$ cat config.mk
export PLATFORM = sky130hd
export DESIGN_NAME = rr_thread_sched
export DESIGN_NICKNAME = d
export VERILOG_FILES = /design/src/rtl/rrs_pkg.sv /design/src/rtl/sched_pick.sv /design/src/rtl/sched_slice.sv /design/src/rtl/sched_ctx_bank.sv /design/src/rtl/rr_thread_sched.sv
export SDC_FILE = /design/constraint.sdc
export NUM_CORES = 1
export LEC_CHECK = 0
export ABC_CLOCK_PERIOD_IN_PS = 11100
export BUFFER_PORTS_ARGS = -buffer_cell sky130_fd_sc_hd__buf_2
export CAP_MARGIN = 10
export CORE_MARGIN = 3
export CORE_UTILIZATION = 25
export DETAILED_ROUTE_END_ITERATION = 7
export PLACE_DENSITY = 0.42
export SLEW_MARGIN = 15
export SYNTH_ARGS = -nofsm -noshare
export SYNTH_HDL_FRONTEND = slang
export SYNTH_SLANG_ARGS = --single-unit
export TNS_END_PERCENT = 100
$ cat constraint.sdc
create_clock -name clk -period 11.1 [get_ports clk]
set_input_delay 2.22 -clock clk [delete_from_list [all_inputs] [get_ports clk]]
set_output_delay 2.22 -clock clk [all_outputs]
set_load 0.02 [all_outputs]
$ cat src/rtl/rrs_pkg.sv
package rrs_pkg;

    localparam int FLAG_W = 6;
    localparam int LFSR_W = 16;
    localparam logic [LFSR_W-1:0] LFSR_TAPS = 16'hB400;

    typedef enum logic [2:0] {
        SW_NONE,
        SW_SAVE,
        SW_DROP,
        SW_DROP2,
        SW_FINISH
    } sw_kind_e;

    function automatic logic [LFSR_W-1:0] lfsr_advance(input logic [LFSR_W-1:0] s);
        return {1'b0, s[LFSR_W-1:1]} ^ (s[0] ? LFSR_TAPS : '0);
    endfunction

endpackage

$ cat src/rtl/sched_pick.sv
module sched_pick #(
    parameter int N  = 4,
    parameter int TW = 2
) (
    input  logic [TW-1:0] from_idx,
    input  logic [N-1:0]  done,
    output logic [TW-1:0] next_idx,
    output logic          found
);
    always_comb begin
        next_idx = from_idx;
        found    = 1'b0;
        for (int k = N; k >= 1; k--) begin
            int cand;
            cand = int'(from_idx) + k;
            if (cand >= N) cand = cand - N;
            if (!done[cand]) begin
                next_idx = TW'(cand);
                found    = 1'b1;
            end
        end
    end
endmodule

$ cat src/rtl/sched_slice.sv
module sched_slice import rrs_pkg::*; #(
    parameter int IW = 8
) (
    input  logic              clk,
    input  logic              rst,
    input  logic              start_i,
    input  logic [IW-1:0]     cfg_ivl_i,
    input  logic              cfg_rnd_i,
    input  logic [LFSR_W-1:0] cfg_seed_i,
    input  logic              step_i,
    input  logic              force_i,
    output logic [IW-1:0]     left_o,
    output logic              expire_o
);
    localparam int PW = LFSR_W + IW;

    logic [IW-1:0]     ivl_q, left_q;
    logic              rnd_q;
    logic [LFSR_W-1:0] lfsr_q;
    logic [IW-1:0]     cfg_ivl_eff;
    logic [LFSR_W-1:0] seed_eff;
    logic              reload_now;

    function automatic logic [IW-1:0] slice_len(input logic rnd,
                                                input logic [LFSR_W-1:0] s,
                                                input logic [IW-1:0] ivl);
        logic [PW-1:0] prod;
        prod = PW'(s) * PW'(ivl);
        return rnd ? (prod[LFSR_W +: IW] + IW'(1)) : ivl;
    endfunction

    assign cfg_ivl_eff = (cfg_ivl_i == '0) ? IW'(1) : cfg_ivl_i;
    assign seed_eff    = (cfg_seed_i == '0) ? LFSR_W'(1) : cfg_seed_i;
    assign expire_o    = step_i && (left_q == IW'(1));
    assign reload_now  = step_i && (expire_o || force_i);
    assign left_o      = left_q;

    always_ff @(posedge clk) begin
        if (rst) begin
            ivl_q  <= '0;
            rnd_q  <= 1'b0;
            lfsr_q <= LFSR_W'(1);
            left_q <= '0;
        end else if (start_i) begin
            ivl_q  <= cfg_ivl_eff;
            rnd_q  <= cfg_rnd_i;
            left_q <= slice_len(cfg_rnd_i, seed_eff, cfg_ivl_eff);
            lfsr_q <= lfsr_advance(seed_eff);
        end else if (reload_now) begin
            left_q <= slice_len(rnd_q, lfsr_q, ivl_q);
            lfsr_q <= lfsr_advance(lfsr_q);
        end else if (step_i) begin
            left_q <= left_q - IW'(1);
        end
    end
endmodule

$ cat src/rtl/sched_ctx_bank.sv
module sched_ctx_bank import rrs_pkg::*; #(
    parameter int N         = 4,
    parameter int TW        = 2,
    parameter int NREG      = 5,
    parameter int SP_IDX    = 4,
    parameter int DATA_W    = 16,
    parameter int ADDR_W    = 16,
    parameter logic [ADDR_W-1:0] LOAD_ADDR = '0,
    parameter int SP_TOP    = 4096,
    parameter int SP_STEP   = 256,
    parameter int CTX_W     = FLAG_W + NREG*DATA_W + ADDR_W
) (
    input  logic             clk,
    input  logic             rst,
    input  logic             init_i,
    input  logic             we_i,
    input  logic [TW-1:0]    wr_idx_i,
    input  logic [CTX_W-1:0] wr_ctx_i,
    input  logic [TW-1:0]    rd_idx_i,
    output logic [CTX_W-1:0] rd_ctx_o
);
    function automatic logic [CTX_W-1:0] boot_ctx(input int t);
        logic [CTX_W-1:0] c;
        c = '0;
        c[CTX_W-1 -: ADDR_W] = LOAD_ADDR;
        c[FLAG_W + SP_IDX*DATA_W +: DATA_W] = DATA_W'(SP_TOP - t*SP_STEP);
        return c;
    endfunction

    logic [CTX_W-1:0] slot_q [N];

    for (genvar t = 0; t < N; t++) begin : g_slot
        always_ff @(posedge clk) begin
            if (rst || init_i) begin
                slot_q[t] <= boot_ctx(t);
            end else if (we_i && (wr_idx_i == TW'(t))) begin
                slot_q[t] <= wr_ctx_i;
            end
        end
    end

    assign rd_ctx_o = init_i ? boot_ctx(int'(rd_idx_i)) : slot_q[rd_idx_i];
endmodule

$ cat src/rtl/rr_thread_sched.sv
module rr_thread_sched import rrs_pkg::*; #(
    parameter int N_THREADS = 4,
    parameter int NREG      = 5,
    parameter int SP_IDX    = 4,
    parameter int DATA_W    = 16,
    parameter int ADDR_W    = 16,
    parameter int IVL_W     = 8,
    parameter int CNT_W     = 32,
    parameter logic [ADDR_W-1:0] LOAD_ADDR = 16'd1000,
    parameter int SP_TOP    = 4096,
    parameter int SP_STEP   = 256,
    localparam int TW       = (N_THREADS > 1) ? $clog2(N_THREADS) : 1,
    localparam int CTX_W    = FLAG_W + NREG*DATA_W + ADDR_W
) (
    input  logic              clk,
    input  logic              rst,
    input  logic              start_i,
    input  logic [IVL_W-1:0]  cfg_interval_i,
    input  logic              cfg_random_i,
    input  logic [15:0]       cfg_seed_i,
    input  logic              ret_valid_i,
    input  logic              ret_halt_i,
    input  logic              ret_yield_i,
    input  logic [CTX_W-1:0]  live_ctx_i,
    output logic [TW-1:0]     cur_thread_o,
    output logic              restore_o,
    output logic [CTX_W-1:0]  restore_ctx_o,
    output logic              running_o,
    output logic              all_done_o,
    output logic [CNT_W-1:0]  retired_total_o,
    output logic [IVL_W-1:0]  slice_left_o
);
    logic [TW-1:0]        cur_q;
    logic [N_THREADS-1:0] done_q, done_nx;
    logic                 running_q, all_done_q, restore_q;
    logic [CTX_W-1:0]     restore_ctx_q;
    logic [CNT_W-1:0]     total_q;

    logic                 step, halt_ev, yield_ev, expire;
    logic [TW-1:0]        a_idx, b_idx, target, rd_idx;
    logic                 a_found, b_found;
    logic [CTX_W-1:0]     bank_rd, restore_data;
    sw_kind_e             kind;

    assign step     = ret_valid_i && running_q && !start_i;
    assign halt_ev  = step && ret_halt_i;
    assign yield_ev = step && ret_yield_i && !ret_halt_i;
    assign done_nx  = done_q | (halt_ev ? (N_THREADS'(1) << cur_q) : '0);

    sched_slice #(.IW(IVL_W)) u_slice (
        .clk       (clk),
        .rst       (rst),
        .start_i   (start_i),
        .cfg_ivl_i (cfg_interval_i),
        .cfg_rnd_i (cfg_random_i),
        .cfg_seed_i(cfg_seed_i),
        .step_i    (step),
        .force_i   (yield_ev),
        .left_o    (slice_left_o),
        .expire_o  (expire)
    );

    sched_pick #(.N(N_THREADS), .TW(TW)) u_pick_a (
        .from_idx(cur_q),
        .done    (done_nx),
        .next_idx(a_idx),
        .found   (a_found)
    );

    sched_pick #(.N(N_THREADS), .TW(TW)) u_pick_b (
        .from_idx(a_idx),
        .done    (done_nx),
        .next_idx(b_idx),
        .found   (b_found)
    );

    always_comb begin
        kind = SW_NONE;
        if (halt_ev) begin
            if (!a_found)               kind = SW_FINISH;
            else if (expire && b_found) kind = SW_DROP2;
            else                        kind = SW_DROP;
        end else if (yield_ev || expire) begin
            kind = SW_SAVE;
        end
    end

    assign target = (kind == SW_DROP2) ? b_idx : a_idx;
    assign rd_idx = start_i ? '0 : target;

    sched_ctx_bank #(
        .N(N_THREADS), .TW(TW), .NREG(NREG), .SP_IDX(SP_IDX),
        .DATA_W(DATA_W), .ADDR_W(ADDR_W), .LOAD_ADDR(LOAD_ADDR),
        .SP_TOP(SP_TOP), .SP_STEP(SP_STEP), .CTX_W(CTX_W)
    ) u_bank (
        .clk     (clk),
        .rst     (rst),
        .init_i  (start_i),
        .we_i    (kind == SW_SAVE),
        .wr_idx_i(cur_q),
        .wr_ctx_i(live_ctx_i),
        .rd_idx_i(rd_idx),
        .rd_ctx_o(bank_rd)
    );

    assign restore_data = ((kind == SW_SAVE) && (target == cur_q)) ? live_ctx_i : bank_rd;

    always_ff @(posedge clk) begin
        if (rst) begin
            cur_q         <= '0;
            done_q        <= '0;
            running_q     <= 1'b0;
            all_done_q    <= 1'b0;
            restore_q     <= 1'b0;
            restore_ctx_q <= '0;
            total_q       <= '0;
        end else if (start_i) begin
            cur_q         <= '0;
            done_q        <= '0;
            running_q     <= 1'b1;
            all_done_q    <= 1'b0;
            restore_q     <= 1'b1;
            restore_ctx_q <= bank_rd;
            total_q       <= '0;
        end else begin
            restore_q <= 1'b0;
            if (step) begin
                total_q <= total_q + CNT_W'(1);
                done_q  <= done_nx;
            end
            unique case (kind)
                SW_SAVE, SW_DROP, SW_DROP2: begin
                    cur_q         <= target;
                    restore_q     <= 1'b1;
                    restore_ctx_q <= restore_data;
                end
                SW_FINISH: begin
                    running_q  <= 1'b0;
                    all_done_q <= 1'b1;
                end
                default: ;
            endcase
        end
    end

    assign cur_thread_o    = cur_q;
    assign restore_o       = restore_q;
    assign restore_ctx_o   = restore_ctx_q;
    assign running_o       = running_q;
    assign all_done_o      = all_done_q;
    assign retired_total_o = total_q;
endmodule

Word-level counts from Yosys, hierarchy flattened --
Memory sizes are Yosys's and may differ from the RTL's. Index checks and enable logic that the tools add are counted.
Word-level totals: memories 1, input bits 133, RAM bits 408, register bits after elaboration 176
Memories:
- u_bank.slot_q | words 4, bits a word 102, rd ports 1, clocked after Yosys merged registers in 0, write ports 4, RTL line sched_ctx_bank.sv:30 | logic [CTX_W-1:0] slot_q [N];
Operators by class: add/sub/neg operators 21, reduce and logical (&&, ||, !) cells 26, multiply operators 2, magnitude comparators 16, mux-type cells 92, equal/unequal tests 9, bitwise gates (word level) 7, shift operators 1
Operators by type and width (count):
- $mux W102 | 8
- $ge A32 B4 Y1 const B | 8
- $lt A32 B4 Y1 const B | 8
- $mux W32 | 8
- $sub A32 B4 Y32 const B | 8
- $mux W16 | 5
- $mul A16 B8 Y24 | 2
- $mux W8 | 6
- $mux W1 | 44
- $add A32 B1 Y32 const B | 1
- $xor A15 B16 Y16 | 2
- $mux W2 | 10
- $add A8 B1 Y8 const B | 2
- $bmux W1 S2 | 8
- $logic_not A16 Y1 | 1
- $sub A13 B10 Y14 const A | 1
- $logic_and A1 B1 Y1 | 13
- $add A2 B2 Y3 const B | 4
- $add A2 B3 Y4 const B | 2
- $eq A8 B1 Y1 const B | 1
- $logic_not A8 Y1 | 1
- $sub A8 B1 Y8 const B | 1
- $add A2 B1 Y3 const B | 2
- $eq A3 B2 Y1 const B | 2
- other kinds (17) | 26

Longest topological paths before layout --
Gate-level depths: netlist of the first run.
word-level depth 34, depth in mapped cells 29, mapped depth without buffers 27

Cells and area by module --
Synthesis of the first run repeated with hierarchy kept, for this count alone.
Unflattened totals: cell total of the unflattened synthesis 3210, area total of the unflattened synthesis 36062.1 um^2
Modules (own cells, without submodules):
- sched_ctx_bank | area an instance 18481.5 um^2, cells each 1131, times used 1
- sched_slice | area an instance 9903.2 um^2, cells each 1188, times used 1
- rr_thread_sched | area an instance 7537.2 um^2, cells each 867, times used 1
- sched_pick | area an instance 70.1 um^2, cells each 12, times used 2

Worst setup path before layout of the first run --
Ideal clock, no wire load.
path kind in2reg, start point input cfg_seed_i[12], end point register u_slice.left_q[7] (netlist: u_slice.left_o[7]), path buffers 2, cell stages on the path 21, setup time 122 ps, arrival time 7922 ps, path slack 3056 ps, path through clkbuf_1 > nor4_2 > a41o_1 > buf_4 > nand2_1 > fa_1 > fa_1 > inv_1 > fa_1 > fa_1 > ha_1 > o21ai_0 > o21bai_1 > a32oi_1 > o211ai_2 > and3_1 > or4_1 > nor4_2 > mux2i_1 > mux2_1 > a221o_1
On the way: word-level cells in the longest chain between the ends 6
Ends and longest elaborated chain:
- start: declaration | RTL line rr_thread_sched.sv:20 | input logic [15:0] cfg_seed_i,
- $logic_not A16 Y1 | RTL line sched_slice.sv:33 | assign seed_eff = (cfg_seed_i == '0) ? LFSR_W'(1) : cfg_seed_i;
- $mux W16 (*) | RTL line sched_slice.sv:33
- $mul A16 B8 Y24 (*) | RTL line sched_slice.sv:28 | prod = PW'(s) * PW'(ivl);
- $add A8 B1 Y8 (*) | RTL line sched_slice.sv:29 | return rnd ? (prod[LFSR_W +: IW] + IW'(1)) : ivl;
- $mux W8 (*) | RTL line sched_slice.sv:29
- $mux W8 (*) | RTL line sched_slice.sv:44 | end else if (start_i) begin
- end signal: assignment | RTL line sched_slice.sv:47 | left_q <= slice_len(cfg_rnd_i, seed_eff, cfg_ivl_eff);
- end signal: assignment | RTL line sched_slice.sv:50 | left_q <= slice_len(rnd_q, lfsr_q, ivl_q);
- end signal: assignment | RTL line sched_slice.sv:53 | left_q <= left_q - IW'(1);
- end: declaration | RTL line sched_slice.sv:17 | logic [IW-1:0] ivl_q, left_q;
Mark *: on every way between the ends. The rest lies on a longest branch, timed or not. A chain may end at the register's enable or synchronous reset.

Final worst setup path of the first run --
start point input cfg_seed_i[1], end point register u_slice.left_q[7] (netlist: u_slice.left_o[7])
Same word-level chain as after synthesis.

==> reports/metrics.cfg, run 1 <==
[critical_path]
crit_path_start=cfg_seed_i[1]
cp-start-kind=primary input
r2r_start=cur_thread_o[0]
crit_required_ns=11.66
crit_type=primary input to register
cp-end-kind=register
cp.arrival_ns=8.89
crit_fanout=10

[timing]
finalWorstSetupSlack_ns=2.77
fin_tns_setup_ns=0
tightest_slew_ns=1.07
relSlewSlack_pct=28.6
fin_crit_ns=8.33
clock_skew_ns=0.0308
slew_viol_final=0
max_freq_mhz=120
rsz0062_at_grt=no
setup_violations=0
hold_violations=0
period_share_pct=75.0

[synthesis]
syn_nets=3488
synth_compound_area_share_pct=12.2
synth-edff-count=408
synth.area.top_cells=edfxtp_1 (37%), and2_1 (11%), dfxtp_1 (11%)
synth_cell_type_count=87
synth-seq-cells=584
synthAdderAreaFrac_pct=13.4
async_flop_share_pct=0
synth_mux_area_share_pct=1.15
yosys_warnings=0
synthMostInstantiatedCell=and2_1
synthFlopType=edfxtp_1
yosysTopAreaCell=edfxtp_1
synthSimpleGateAreaFrac_pct=19.8
avgSynthCellArea_sq_um=10.8
synth_top_family_by_area=simple AND/OR/NAND/NOR gates
ys_seq_area_share_pct=47.1
synth_xor_area_share_pct=1.39
synth_top_area_share_pct=36.6
syn_area_sq_um=33500
syn_inst=3097
ys_top_cells_by_count=and2_1 (608), edfxtp_1 (408), nand2_1 (355), inv_1 (182), dfxtp_1 (176)

[cts]
clock_latency_ns=0.68
hold_buffers=0
cts-htree-levels=3
numClockSinks=584
cts_tree=built
cts.reportedPaths.clkPinSlew_ns=0.06
cts_resized=0
clock_path_buffers=3
cts-buffers-inserted=76
postCtsSetupRepairBufs=0
root_buffer=clkbuf_16

[global_routing]
grt_max_degree=78
grt_util_all_layers_pct=15.7
grt_pass1_vias=24800
grt_pass1_wl_um=163000
grt.overflow.total=0
antenna_found_initial=21

[die]
die-area_sq_um=138000
die_w_um=372
die_y_um=372
initial_core_util_pct=25.3
rows=133
fp.coreArea_sq_um=132000
io_pins=280

[final_layout]
nFillCells=13800
final_core_util_pct=29.5
nNetsFinal=3658
area_growth_pct=16.5
layout-drive-gt1-share_pct=14.2
instances_no_fill=5096

[place]
numPortBuffers=279
placed_cells=4944
dpl_worst_slack_ns=2.03
hpwl_um=65600
place.gp.congestion=0.769

[route]
via_count=23900
drtIter0Drc=1407
routed_wl_um=109000
wl_per_cell_um=21.4
viasPerCell=4.68
drc_errors=0
dr.pass1.iters=6
ant_nets=0

[hold_path]
hold_path.class=register to register
holdCritStartpoint=restore_ctx_o[66]

[pwr]
power_mw=6.16
vdd_drop_max_uv=92.3
cellPowerDensity_nw_per_um2=158
power_leakage_nw=15.5

[flow_run]
drv_cap=0

[outcome]
status=finished, final reports clean

[logic make-up after synthesis]
| logic type | count (synthesis) |
|---|---|
| buffers and inverters | 404 |
| adders and majority gates | 258 |
| DFF | 584 |
| and+or+nand+nor | 1242 |
| muxes | 36 |
| xor gates and xnor gates | 53 |
| AOI/OAI and AO/OA | 520 |
[state kept, by name, indices dropped and copies added (netlist names)]
name / count
u_slice.left_o: 8
done_q: 4
all_done_o: 1
u_slice.rnd_q: 1
u_bank.slot_q: 408
cur_thread_o: 2
u_slice.lfsr_q: 16
running_o: 1
restore_o: 1
restore_ctx_o: 102
retired_total_o: 32
u_slice.ivl_q: 8
[path summary, 6_finish.rpt]
kind                                          end  slack [ns]  depth (start not counted)
worst max-delay path            u_slice.left_o[7]        2.77                         20
worst min-delay path            restore_ctx_o[66]        0.46                          2
worst max register to register  restore_ctx_o[18]        4.58                         15
worst min register to register  restore_ctx_o[66]        0.46                          2
[cells in the final DEF, fill, tap and decap left out, types with 72 or more instances in the layout]
cell       count
a211oi_1      94
a21oi_1       78
a221o_1       75
a311oi_1      72
and2_1       608
buf_2        279
clkbuf_16     79
dfxtp_1      176
edfxtp_1     408
fa_1         166
ha_1          92
inv_1        182
nand2_1      351
nor2_1       115
[where the power goes]
group	switching, mW	total (mW)	internal (mW)	leakage, nW
Combinational	0.741	1.17	0.429	8.42
Clock	1.03	2.52	1.49	1.24
Sequential	0.0633	2.47	2.41	5.84
[critical path: stages]
cell and delay [ns]:
buf_2 0.16, nor4_1 0.52, a41o_1 0.55, nand2_1 0.13, fa_1 0.46, fa_1 0.50, inv_1 0.05, fa_1 0.47
fa_1 0.49, ha_1 0.23, a211oi_1 0.28, o21bai_1 0.14, a32oi_1 0.39, o211ai_2 0.21, and3_1 0.26, or4_1 0.60
nor4_2 0.32, mux2i_1 0.24, mux2_1 0.33, a221o_1 0.34
[through the flow]
| stage | hold WS [ns] | cell area, sq um |
|---|---|---|
| after floorplan | 0.509 | 33500 |
| after global placement | 0.447 | 36500 |
| after detailed placement | 0.445 | 36500 |
| after CTS | 0.459 | 39000 |
| after global routing | 0.477 | 39000 |
| final | 0.455 | 39000 |
[routing by layer]
layer | track usage (%) | vias to the layer above | part of all wire, %
li1 | - | 11200 | -
met5 | 0 | - | 0.044
met2 | 25.5 | 474 | 47
met4 | 4.06 | 8 | 2.2
met1 | 21.6 | 12000 | 47
met3 | 2.70 | 132 | 4.1
[final cells by class]
type | instances | area [sq um] | area share, %
multi-input cells | 2109 | 16100 | 41.3
flip-flops and latches | 584 | 15800 | 40.4
clock buffers | 115 | 2250 | 5.77
well taps | 1755 | 2200 | 5.63
repair buffers | 310 | 1640 | 4.21
inverters | 186 | 711 | 1.82
clock inverters | 27 | 295 | 0.757
diodes | 10 | 25.0 | 0.0641
Note: power is estimated with default switching activity, not from simulation.
==> run 2: changes to the inputs <==
--- a/config.mk
+++ b/config.mk
@@ -5,13 +5,13 @@
 export SDC_FILE = /design/constraint.sdc
 export NUM_CORES = 1
 export LEC_CHECK = 0
-export ABC_CLOCK_PERIOD_IN_PS = 11100
+export ABC_CLOCK_PERIOD_IN_PS = 7400
 export BUFFER_PORTS_ARGS = -buffer_cell sky130_fd_sc_hd__buf_2
 export CAP_MARGIN = 10
 export CORE_MARGIN = 3
 export CORE_UTILIZATION = 25
 export DETAILED_ROUTE_END_ITERATION = 7
-export PLACE_DENSITY = 0.42
+export PLACE_DENSITY = 0.43
 export SLEW_MARGIN = 15
 export SYNTH_ARGS = -nofsm -noshare
 export SYNTH_HDL_FRONTEND = slang
==> constraint.sdc (replaced) <==
create_clock -name clk -period 7.4 [get_ports clk]
set_input_delay 1.48 -clock clk [delete_from_list [all_inputs] [get_ports clk]]
set_output_delay 1.48 -clock clk [all_outputs]
set_load 0.02 [all_outputs]
==> reports/metrics.cfg, run 2 (synthesis gave the netlist of run 1 again) <==
[critical_path]
crit_fanout=4  ; -6
cp-start-kind=primary input
worstRegToRegCells=18  ; +3
crit_required_ns=7.97  ; -3.69 ns
crit_type=primary input to register
cp.arrival_ns=7.53  ; -1.36 ns
cp-end-kind=register

[final_layout]
largest_reg_flops=408  ; unchanged
area_growth_pct=17.7
nFillCells=13700  ; -0.30%
multi_input_area_sq_um=16100  ; unchanged
final_core_util_pct=29.8  ; +0.30 points
nNetsFinal=3723  ; +1.8%
top_register=u_bank.slot_q
fin_area_sq_um=39400  ; +1.0%
mostFrequentLayoutCells=and2_1 (608), edfxtp_1 (408), nand2_1 (351)
final_common_cell=and2_1
layout-drive-gt1-share_pct=15.4  ; +1.2 points
seq_area_sq_um=15800  ; unchanged

[timing]
setup_violations=0  ; unchanged
relSlewSlack_pct=26.6  ; -2.0 points
max_freq_mhz=144
tightest_slew_ns=1.10  ; +0.0299 ns
fin_crit_ns=6.96
period_share_pct=94.0
rsz0062_at_grt=no
clock_skew_ns=0.0254  ; -0.00534 ns
finalWorstSetupSlack_ns=0.443  ; -2.33 ns
slew_viol_final=0  ; unchanged
hold_violations=0  ; unchanged
holdWs_ns=0.451  ; -0.00364 ns

[global_routing]
grt_pass1_wl_um=161000  ; -1.6%
grt_pass1_vias=24800  ; -0.24%
antenna_found_initial=18  ; -14%
grt.overflow.total=0  ; unchanged
grt_max_degree=100  ; +28%
grt_util_all_layers_pct=15.3  ; -0.37 points

[cts]
cts_resized=0  ; unchanged
cts_tree=built
root_buffer=clkbuf_16
clock_latency_ns=0.66  ; -0.02 ns
hold_buffers=0  ; unchanged
cts-buffers-inserted=75  ; -1.3%
clock_path_buffers=3  ; unchanged
cts.reportedPaths.clkPinSlew_ns=0.06  ; about the same
postCtsSetupRepairBufs=0  ; unchanged
cts-htree-levels=3  ; unchanged
numClockSinks=584  ; unchanged

[pwr]
cellPowerDensity_nw_per_um2=233  ; +48%
power_mw=9.18  ; +49%
power_leakage_nw=15.8  ; +1.6%
vdd_drop_max_uv=170  ; +85%

[die]
initial_core_util_pct=25.3  ; unchanged
io_pins=280  ; unchanged
fp.coreArea_sq_um=132000  ; unchanged
die_y_um=372  ; unchanged
die-area_sq_um=138000  ; unchanged
rows=133  ; unchanged
die_w_um=372  ; unchanged

[flow_run]
drv_cap=0  ; unchanged

[route]
via_count=24000  ; +0.72%
wl_per_cell_um=20.6  ; -3.9%
viasPerCell=4.66  ; -0.47%
routed_wl_um=106000  ; -2.8%
ant_nets=0  ; unchanged
drc_errors=0  ; unchanged
drtIter0Drc=1369  ; -2.7%
dr.pass1.iters=6  ; unchanged

[place]
numPortBuffers=279  ; unchanged
place.gp.congestion=0.775  ; +0.73%
postPlaceCellArea_sq_um=37000  ; +1.6%
dpl_worst_slack_ns=-0.209  ; -2.24 ns
hpwl_um=66600  ; +1.4%

[hold_path]
hold_depth=2  ; unchanged
hold_path.class=register to register

[outcome]
status=finished, final reports clean

-- run 2: worst paths after layout --
kind / from / endpoint / slack, ns
min reg2reg: all_done_o / all_done_o / 0.45
min: all_done_o / all_done_o / 0.45
max: cfg_seed_i[6] / u_slice.left_o[4] / 0.44
max reg2reg: u_slice.ivl_q[2] / u_slice.left_o[6] / 1.01
-- run 2: area by class of cell --
type                       instances  area share [%]
antenna                            8          0.0508
inverter                         186            1.80
multi-input combinational       2109            40.9
clock buffer                     114            5.52
clock inverter                    25           0.505
timing repair buffer             376            5.61
sequential                       584            40.0
tap                             1755            5.57
-- run 2: stage by stage --
stage          setup TNS [ns]  cells
2_1_floorplan               0   3097
3_3_place_gp           -0.317   5010
3_5_place_dp           -0.385   5010
4_1_cts                     0   5149
5_1_grt                     0   5150
6_report                    0   5157
-- run 2: power breakdown --
part / total [mW] / switching [mW] / leakage, nW / internal [mW]
Combinational: 1.92 / 1.14 / 8.76 / 0.781
Clock: 3.56 / 1.48 / 1.14 / 2.08
Sequential: 3.70 / 0.0910 / 5.84 / 3.61
-- run 2: worst max-delay path, cell delays in order --
cell	delay (ns)
buf_2	0.10
nor4_1	0.29
buf_4	0.17
a41o_1	0.26
nand2_1	0.10
fa_1	0.46
fa_1	0.49
inv_1	0.05
fa_1	0.48
fa_1	0.50
ha_1	0.31
nand4_1	0.11
or3_1	0.36
buf_4	0.17
o311ai_0	0.40
xor2_1	0.27
ha_1	0.26
inv_1	0.08
nor2_1	0.23
nand2_1	0.09
nor3_1	0.14
a21oi_1	0.06
o211ai_1	0.21
mux2i_1	0.23
o21ai_0	0.11
a31oi_1	0.14
-- run 2: metal layers --
layer	track usage (%)	vias to the layer above	share of wire, %	routed length [um]
met1	20.4	12200	45	48200
li1	-	11300	-	-
met5	0	-	0.023	24
met2	25.6	441	48	50700
met3	3.06	106	5.0	5330
met4	3.51	4	1.9	1990
==> run 3: changes to the inputs <==
--- a/config.mk
+++ b/config.mk
@@ -5,13 +5,13 @@
 export SDC_FILE = /design/constraint.sdc
 export NUM_CORES = 1
 export LEC_CHECK = 0
-export ABC_CLOCK_PERIOD_IN_PS = 7400
+export ABC_CLOCK_PERIOD_IN_PS = 7000
 export BUFFER_PORTS_ARGS = -buffer_cell sky130_fd_sc_hd__buf_2
-export CAP_MARGIN = 10
+export CAP_MARGIN = 20
 export CORE_MARGIN = 3
 export CORE_UTILIZATION = 25
 export DETAILED_ROUTE_END_ITERATION = 7
-export PLACE_DENSITY = 0.43
+export PLACE_DENSITY = 0.42
 export SLEW_MARGIN = 15
 export SYNTH_ARGS = -nofsm -noshare
 export SYNTH_HDL_FRONTEND = slang
==> constraint.sdc (replaced) <==
create_clock -name clk -period 7 [get_ports clk]
set_input_delay 1.4 -clock clk [delete_from_list [all_inputs] [get_ports clk]]
set_output_delay 1.4 -clock clk [all_outputs]
set_load 0.02 [all_outputs]
==> reports/metrics.cfg, run 3 (synthesis gave the netlist of run 1 again) <==
[global_routing]
grt_pass1_vias=25200  ; +1.9%
antenna_found_initial=13  ; -5
grt_pass1_wl_um=162000  ; +0.95%
grt_max_degree=103  ; +3.0%
grt_util_all_layers_pct=15.5  ; +0.16 points
grt.overflow.total=0  ; unchanged

[place]
dpl_worst_slack_ns=-0.341  ; -0.131 ns
postPlaceCellArea_sq_um=37200  ; +0.55%
hpwl_um=65400  ; -1.7%
place.gp.congestion=0.763  ; -1.5%
numPortBuffers=279  ; unchanged
placed_cells=5017  ; +0.14%

[route]
via_count=23900  ; -0.66%
wl_per_cell_um=20.8  ; +1.1%
drc_errors=0  ; unchanged
dr.pass1.iters=5  ; -1
routed_wl_um=107000  ; +1.1%
drtIter0Drc=1241  ; -9.3%
viasPerCell=4.63  ; -0.68%
ant_nets=0  ; unchanged

[die]
fp.coreArea_sq_um=132000  ; unchanged
die_y_um=372  ; unchanged
rows=133  ; unchanged
io_pins=280  ; unchanged
die-area_sq_um=138000  ; unchanged
die_w_um=372  ; unchanged
initial_core_util_pct=25.3  ; unchanged

[final_layout]
final_core_util_pct=30.0  ; +0.17 points
layout-drive-gt1-share_pct=15.9  ; +0.56 points
instances_no_fill=5158  ; +0.019%
final_common_cell=and2_1
area_growth_pct=18.3
largest_reg_flops=408  ; unchanged
nNetsFinal=3730  ; +0.19%
top_register=u_bank.slot_q
mostFrequentLayoutCells=and2_1 (608), edfxtp_1 (408), nand2_1 (351)
fin_area_sq_um=39600  ; +0.57%
nFillCells=13800  ; +0.43%

[timing]
fin_crit_ns=6.70
hold_violations=0  ; unchanged
slew_viol_final=0  ; unchanged
finalWorstSetupSlack_ns=0.298  ; -0.145 ns
rsz0062_at_grt=no
tightest_slew_ns=1.07  ; -0.0348 ns
holdWs_ns=0.455  ; +0.00370 ns
period_share_pct=95.7
relSlewSlack_pct=29.0  ; +2.3 points
clock_skew_ns=0.0221  ; -0.00337 ns
max_freq_mhz=149
setup_violations=0  ; unchanged

[cts]
cts-buffers-inserted=75  ; unchanged
clock_path_buffers=3  ; unchanged
numClockSinks=584  ; unchanged
cts_tree=built
cts-htree-levels=3  ; unchanged
postCtsSetupRepairBufs=0  ; unchanged
clock_latency_ns=0.65  ; about the same
root_buffer=clkbuf_16
cts.reportedPaths.clkPinSlew_ns=0.06  ; about the same

[critical_path]
slowest_stage=or4_1
crit_type=primary input to register
cp-start-kind=primary input
crit_required_ns=7.53  ; -0.44 ns
r2r_slack_ns=0.63  ; -0.38 ns
crit_path_start=cfg_seed_i[6]
cpPeakStageDelay_ns=0.57  ; +0.07 ns
r2r_start=u_slice.ivl_q[2]
cp-end-kind=register
critPathMostFrequentCell=fa_1
crit_fanout=4  ; unchanged
crit_chain=buf_2 -> nor4_1 -> buf_4 -> a41o_1 -> nand2_1 -> fa_1 -> fa_1 -> inv_1 -> fa_1 -> fa_1 -> ha_1 -> nand4_1 -> or3_1 -> buf_4 -> o211ai_2 -> a21oi_1 -> or4_1 -> nor4_2 -> mux2i_1 -> mux2_1 -> a221o_1
cp.arrival_ns=7.23  ; -0.30 ns

[outcome]
status=finished, final reports clean

[pwr]
p_comb_share_pct=22.2  ; +1.2 points
power_leakage_nw=15.9  ; +0.90%
p_clk_share_pct=38.4  ; -0.3 points
cellPowerDensity_nw_per_um2=250  ; +7.5%
vdd_drop_max_uv=180  ; +5.4%
p_switching_mw=2.91  ; +7.5%
p_sw_share_pct=29.4  ; -0.19 points
seqPwrFrac_pct=39.4  ; -0.9 points
p_int_mw=7.01  ; +8.5%

[flow_run]
drv_cap=0  ; unchanged

[hold_path]
holdCritStartpoint=all_done_o
hold_path.class=register to register

## run 3: timing repair
item / 4_1_cts / 5_1_grt
setup endpoints to repair: 0 / 1
resized for setup: 0 / 1
endpoints found under the hold margin: 0 / 0
hold buffers: 0 / 0
## run 3: metal layers
layer  share of wire, %  global-route usage [%]  vias up
li1                   -                       -    11300
met1                 46                    20.4    12000
met2                 48                    26.5      376
met3                3.8                    2.52      123
met4                2.0                    3.72        6
met5              0.038                       0        -
## run 3: worst paths after layout
check | end | cells after the start
worst max-delay path | u_slice.left_o[7] | 21
worst min-delay path | all_done_o | 2
worst max register to register | u_slice.left_o[6] | 18
worst min register to register | all_done_o | 2
## run 3: cell type report
cell class	count	area [sq um]	area share [%]
diodes	3	7.51	0.0189
clock buffers	107	2140	5.39
clock inverters	31	273	0.688
inverters	186	711	1.79
multi-input cells	2109	16100	40.7
flip-flops and latches	584	15800	39.8
well taps	1755	2200	5.54
repair buffers	383	2400	6.06
## run 3: power groups by stage
stage / registers [mW] / logic, mW / clock network (mW)
finish: 3.91 / 2.21 / 3.81
detailed placement: 3.98 / 2.23 / 0
floorplan: 3.97 / 1.32 / 0
global placement: 3.98 / 2.24 / 0
global route: 3.92 / 2.52 / 4.06
CTS: 3.91 / 2.25 / 3.92
## run 3: worst max-delay path, delay by kind of cell
| kind | cells | cell delay, ns |
|---|---|---|
| adders and majority gates | 5 | 2.23 |
| muxes | 2 | 0.57 |
| buffers and inverters | 4 | 0.49 |
| and+or+nand+nor | 6 | 1.64 |
| AOI/OAI and AO/OA | 4 | 0.91 |
## run 3: metrics by stage
stage | total power [mW] | TNS, ns
after floorplan | 5.29 | 0
after global placement | 6.23 | -0.947
after detailed placement | 6.22 | -0.777
after CTS | 10.1 | 0
after global routing | 10.5 | 0
final | 9.93 | 0
